===== config.mk =====
export PLATFORM = sky130hd
export DESIGN_NAME = dma_chan_irq
export DESIGN_NICKNAME = d
export VERILOG_FILES = /design/src/rtl/dma_chan_irq.sv
export SDC_FILE = /design/constraint.sdc
export NUM_CORES = 1
export LEC_CHECK = 0
export ABC_AREA = 1
export BUFFER_PORTS_ARGS = -buffer_cell sky130_fd_sc_hd__buf_2
export CAP_MARGIN = 10
export CORE_UTILIZATION = 40
export CTS_CLUSTER_DIAMETER = 200
export CTS_CLUSTER_SIZE = 30
export DETAILED_ROUTE_END_ITERATION = 8
export GPL_TIMING_DRIVEN = 1
export SLEW_MARGIN = 10
export SYNTH_ARGS = -nofsm -noshare
export SYNTH_HDL_FRONTEND = slang
export SYNTH_SLANG_ARGS = --single-unit

===== constraint.sdc =====
create_clock -name clk -period 2.64 [get_ports clk]
set_clock_uncertainty 0.15 [all_clocks]
set_input_delay 0.792 -clock clk [delete_from_list [all_inputs] [get_ports clk]]
set_output_delay 0.792 -clock clk [all_outputs]
set_load 0.02 [all_outputs]

===== src/rtl/dma_chan_irq.sv =====
module dma_chan_irq #(
  parameter int ELEM_W  = 8,
  parameter int FRAME_W = 8,
  parameter int REG_W   = 16
) (
  input  logic               clk,
  input  logic               rst_n,
  input  logic               blk_start,
  input  logic               elem_done,
  input  logic [ELEM_W-1:0]  cfg_elems,
  input  logic [FRAME_W-1:0] cfg_frames,
  input  logic               src_tout,
  input  logic               dst_tout,
  input  logic               sync_req,
  input  logic               sync_pending,
  input  logic               reg_addr,
  input  logic               reg_wr,
  input  logic               reg_rd,
  input  logic [REG_W-1:0]   reg_wdata,
  output logic [REG_W-1:0]   reg_rdata,
  output logic               irq
);
  localparam int NEV = 6;

  logic [NEV-1:0]     en_q, stat_q;
  logic [ELEM_W-1:0]  ecnt;
  logic [FRAME_W-1:0] fcnt;
  logic               busy;

  wire               step  = busy & elem_done;
  wire [ELEM_W-1:0]  enext = ecnt + 1'b1;
  wire [ELEM_W-1:0]  hhalf = cfg_elems >> 1;
  wire [ELEM_W-1:0]  hpt   = (hhalf == '0) ? ELEM_W'(1) : hhalf;
  wire [FRAME_W-1:0] flast = cfg_frames - 1'b1;
  wire [FRAME_W-1:0] fnext = fcnt + 1'b1;

  wire ev_eof  = step & (enext == cfg_elems);
  wire ev_eob  = ev_eof & (fcnt == flast);
  wire ev_half = step & (enext == hpt);
  wire ev_last = (ev_eof & ~ev_eob & (fnext == flast)) |
                 (blk_start & (cfg_frames == FRAME_W'(1)));
  wire ev_tout = src_tout | dst_tout;
  wire ev_drop = sync_req & sync_pending;

  wire [NEV-1:0] ev  = {ev_eob, ev_eof, ev_last, ev_half, ev_drop, ev_tout};
  wire [NEV-1:0] rec = ev & en_q;
  wire           clr = reg_rd & reg_addr;

  always_ff @(posedge clk or negedge rst_n) begin
    if (!rst_n) begin
      ecnt <= '0;
      fcnt <= '0;
      busy <= 1'b0;
    end else if (blk_start) begin
      ecnt <= '0;
      fcnt <= '0;
      busy <= 1'b1;
    end else if (step) begin
      if (ev_eof) begin
        ecnt <= '0;
        if (ev_eob) busy <= 1'b0;
        else        fcnt <= fnext;
      end else begin
        ecnt <= enext;
      end
    end
  end

  always_ff @(posedge clk or negedge rst_n) begin
    if (!rst_n) begin
      en_q   <= NEV'(6'b000011);
      stat_q <= '0;
    end else begin
      if (reg_wr && !reg_addr) en_q <= reg_wdata[NEV-1:0];
      stat_q <= (clr ? '0 : stat_q) | rec;
    end
  end

  assign reg_rdata = {{(REG_W-NEV){1'b0}}, (reg_addr ? stat_q : en_q)};
  assign irq       = |stat_q;

  logic unused_wdata;
  assign unused_wdata = ^reg_wdata[REG_W-1:NEV];

  AST_NO_UNENABLED_SET: assert property (@(posedge clk) disable iff (!rst_n)
    1'b1 |=> ((stat_q & ~$past(stat_q) & ~$past(en_q)) == '0));
  AST_EVENT_RAISES_IRQ: assert property (@(posedge clk) disable iff (!rst_n)
    (|rec) |=> irq);
  AST_STICKY_STATUS: assert property (@(posedge clk) disable iff (!rst_n)
    !clr |=> ((stat_q & $past(stat_q)) == $past(stat_q)));
  AST_READ_CLEARS: assert property (@(posedge clk) disable iff (!rst_n)
    (clr && rec == '0) |=> (stat_q == '0));
  AST_ENABLE_WRITE: assert property (@(posedge clk) disable iff (!rst_n)
    (reg_wr && !reg_addr) |=> (en_q == $past(reg_wdata[NEV-1:0])));
  AST_RSV_ZERO: assert property (@(posedge clk) disable iff (!rst_n)
    reg_rdata[REG_W-1:NEV] == '0);
  AST_IDLE_AFTER_BLOCK: assert property (@(posedge clk) disable iff (!rst_n)
    (ev_eob && !blk_start) |=> !busy);
endmodule


After elaboration in Yosys (flattened, before gate mapping)
Cells that the tools add are included.
- add/sub/neg operators: 3
- equal/unequal tests: 6
- reductions and logical operators: 9
- multiplexer cells: 14
- bitwise logic cells: 14
- operators with widths (kind ; count):
    $mux W8 ; 7
    $eq A8 B8 Y1 ; 3
    $add A8 B1 Y8 const B ; 2
    $mux W6 ; 2
    $and A1 B1 Y1 ; 9
    $eq A8 B1 Y1 const B ; 1
    $eq A8 B7 Y1 ; 1
    $logic_not A8 Y1 ; 1
    $sub A8 B1 Y8 const B ; 1
    $mux W7 ; 1
    $and A6 B6 Y6 ; 1
    $or A6 B6 Y6 ; 1
    $reduce_and A3 Y1 ; 2
    $reduce_bool A2 Y1 ; 3
    $reduce_or A6 Y1 ; 1
    $mux W1 ; 4
    $ne A2 B2 Y1 const B ; 1
    $or A1 B1 Y1 ; 2
    $logic_and A1 B1 Y1 ; 1
    $logic_not A1 Y1 ; 1
    $not A1 Y1 ; 1
- bits in registers: 29
- word-level logic and storage cells: 51

Longest topological paths before layout
- depth in word-level cells: 10
- gate-level depth with buffers: 16
- mapped depth without buffers: 16

Worst setup path before layout
Ideal clock, no wire load.
- path kind: input -> output
- start: in reg_addr
- end: out reg_rdata[0]
- path slack: 0.224 ns
- data required time: 1.698 ns
- data arrival time: 1.474 ns
- stages on the path: 2
- cells stage by stage: clkbuf_1 > o21ai_0
- word-level cells in the longest chain between the ends: 1
- ends and longest elaborated chain (element ; RTL line ; source):
    from (decl) ; 16 ; input logic reg_addr,
    $mux W6 ; 79 ; assign reg_rdata = {{(REG_W-NEV){1'b0}}, (reg_addr ? stat_q : en_q)};
    to (decl) ; 20 ; output logic [REG_W-1:0] reg_rdata,
Every way passes these cells.

Worst setup path after layout
- start: in cfg_frames[1]
- end: reg fcnt[7]
- word-level cells in the longest chain between the ends: 5
- ends and longest elaborated chain (element ; RTL line ; source):
    from (decl) ; 11 ; input logic [FRAME_W-1:0] cfg_frames,
    $sub A8 B1 Y8 ; 34 ; wire [FRAME_W-1:0] flast = cfg_frames - 1'b1;
    $eq A8 B8 Y1 ; 38 ; wire ev_eob = ev_eof & (fcnt == flast);
    $and A1 B1 Y1 ; 38 ;
    $ne A2 B2 Y1 (no line) ; -- ;
    $reduce_and A3 Y1 (no line) ; -- ;
    to (signal assigned) ; 62 ; else fcnt <= fnext;
    to (decl) ; 27 ; logic [FRAME_W-1:0] fcnt;
Every way passes these cells.
A chain may end at the register's enable or synchronous reset.

==> metrics.cfg <==
[outcome]
status=complete, no violations

[cts]
clock_path_buffers=2
numClockSinks=29
post_cts_buffers=0
cts_root_buffer=clkbuf_8
h-tree-depth=2
hold_buffers=0
clk_pin_slew_worst_paths_ns=0.07
cts_buffers=5
ctsResizeCount=0
insertion_delay_ns=0.29
cts_tree=built

[floorplanning]
die_w_um=79.28
io_pins=60
core_area_mm2=0.005642
fp.dieH_um=79.28
die_area_mm2=0.006285
initial_core_util=0.4234
rows=27

[detailed_routing]
drtAntennaViolNets=0
vias_per_cell=4.733
wl_um=5544
wl_per_cell_um=11.07
drt-pass1-iter-count=4
vias=2371
drc=0
first_iter_violations=95

[critical_path]
rrSetupSlack_ns=0.41
path_max_fanout=8
end_kind=register
rr_endpoint=ecnt[3]$_DFFE_PN0P_
startpoint_type=input pin
critical_path_required_ns=2.67
cp.arrival_ns=2.35
r2r_start=ecnt[0]$_DFFE_PN0P_
critical_path_class=input pin to register
r2r_cells=13

[logic_synthesis]
synth_compound_area_frac=0.06338
netlist_area_mm2=0.002389
synth_xor_xnor_area_share=0.03667
ys.flop_type=dfrtp_1
synth_top_cell_by_area=dfrtp_1
ys_ff_latch=29
synthCells=378
synth_top_family_by_area=simple AND/OR/NAND/NOR gates
synth_cell_type_count=33
synthSimpleGateAreaFrac=0.4384
synth_area_leaders=dfrtp_1, nand2_1, nand3_1
synthAdderAreaFrac=0.02095
yosysTopAreaCellShare=0.2829
synth_most_common_cell=nand2_1
synth_commonest_cells=nand2_1, inv_1, nand3_1
synth_edf_count=0
yosysSeqAreaShare=0.3049
muxShareOfSynthArea=0.01833
syn_area_per_cell_um2=6.319
async_flop_share=1.000
ys.warnings.count=0

[sta]
grt_setup_unrepaired=no
fmax_mhz=429.6
min_period_ns=2.328
finalMaxSlewViolations=0
worstMarginPinSlew_ns=0.6360
setup_viol=0
slew_headroom=0.5760
hold_viol=0
period_share=0.8816
final.setup.tns_ns=0

[hold_path]
hold_depth=2
hp-start=busy$_DFFE_PN0P_
hold_end=busy$_DFFE_PN0P_
hold_class=register to register

[layout]
drive_gt1_frac=0.1795
syn2layout_area_growth_pct=17.76
seqCellArea_um2=728.2
final_net_count=475
fillCellCount=590
fin_area_mm2=0.002813
multi_input_area_mm2=0.001418
n_antenna_cell=0

[placed_design]
portBuffers=39
dpl.hpwl_um=4450
gp_congestion=0.8607
dpl_cell_area_mm2=0.002679

[global_route]
grt_pass1_wl_um=9190
overflow=0
antenna_found_initial=0
first_global_vias=2103
grt_max_degree=30
track_usage=0.1877

[pwr]
power_density_mw_per_mm2=487.0
power_uw=1370
vdd_drop_max_mv=0.2197
leakage_uw=0.001493

[flow_run]
cap_violations=0

## registers in the layout, summed over array words and instances (netlist names)
signal,count
ecnt,8
en_q,6
fcnt,8
stat_q,6
busy,1
## cell type report
cell class / instances / share of cell area
Sequential cell: 29 / 0.2589
Timing Repair Buffer: 47 / 0.09075
Inverter: 50 / 0.06673
Tap cell: 72 / 0.03203
Clock inverter: 3 / 0.02313
Clock buffer: 5 / 0.02447
Multi-Input combinational cell: 295 / 0.5040
## cell usage in the layout (no fill, tap or decap), types with 2 or more instances in the layout
cell,n
nand2_1,142
inv_1,46
buf_2,39
nand3_1,35
nor2_1,34
dfrtp_1,27
o21ai_0,11
nand4_1,10
conb_1,10
o21ai_1,9
buf_4,8
xor2_1,7
nand2_2,5
a21oi_1,5
clkbuf_8,5
ha_1,4
inv_2,3
xnor2_1,3
nor2_4,3
nor3_1,3
mux2_2,3
nand3_2,2
bufinv_16,2
dfstp_2,2
## worst max path at each step
stage,startpoint,end,slack [ns],cells after the start
3_5_place_dp,cfg_frames[1],fcnt[7]$_DFFE_PN0P_,0.04,16
6_report,cfg_frames[1],fcnt[7]$_DFFE_PN0P_,0.31,16
4_1_cts,cfg_frames[1],fcnt[7]$_DFFE_PN0P_,0.32,16
2_1_floorplan,reg_addr,reg_rdata[0],0.22,2
3_3_place_gp,cfg_frames[1],fcnt[7]$_DFFE_PN0P_,0.05,16
5_1_grt,cfg_frames[1],fcnt[0]$_DFFE_PN0P_,0.03,15
## per-layer routing
layer | vias up | GRT usage | part of all wire
met3 | 5 | 0.03218 | 0.040
li1 | 1269 | - | -
met4 | 0 | 0.06364 | 0.011
met1 | 1040 | 0.2495 | 0.51
met5 | - | 0 | 0
met2 | 57 | 0.3060 | 0.44
## worst max-delay path, stage by stage
cell,delay [ns]
buf_2,0.10
inv_1,0.06
ha_1,0.25
inv_1,0.06
nand2_1,0.07
nand2_1,0.07
nand2_1,0.06
nand2_1,0.04
nor2_1,0.10
o21ai_1,0.10
nor2_1,0.12
nand3_2,0.18
nand2_4,0.17
nand2_2,0.07
nand2_1,0.06
nand2_1,0.04
## per-stage QoR
step / utilization / hold WS [ns] / instances / setup slack (ns)
final: 0.4986 / 0.3366 / 501 / 0.3125
after global routing: 0.4986 / 0.3534 / 501 / 0.02630
after CTS: 0.4986 / 0.3409 / 501 / 0.3234
after detailed placement: 0.4748 / 0.3234 / 493 / 0.03966
after global placement: 0.4748 / 0.3173 / 493 / 0.05180
after floorplan: - / 0.2974 / 387 / 0.2235
## power breakdown
group          switching (µW)  total [µW]  internal [µW]  leakage, µW
sequential               28.8         506            478     0.000375
clock                     180         555            375    0.0000681
combinational             190         309            119      0.00105
## kinds of logic (layout without fill, tap and decap cells)
family                   after synthesis  after routing
AO/OA/AOI/OAI                         28             28
XOR/XNOR                              10             10
adder cells (fa/ha/maj)                4              4
buffers and inverters                 63            105
flip-flops                            29             29
multiplexers                           4              4
other                                  1             10
AND/OR/NAND/NOR                      239            239
Power figures use the tool's default switching activity.
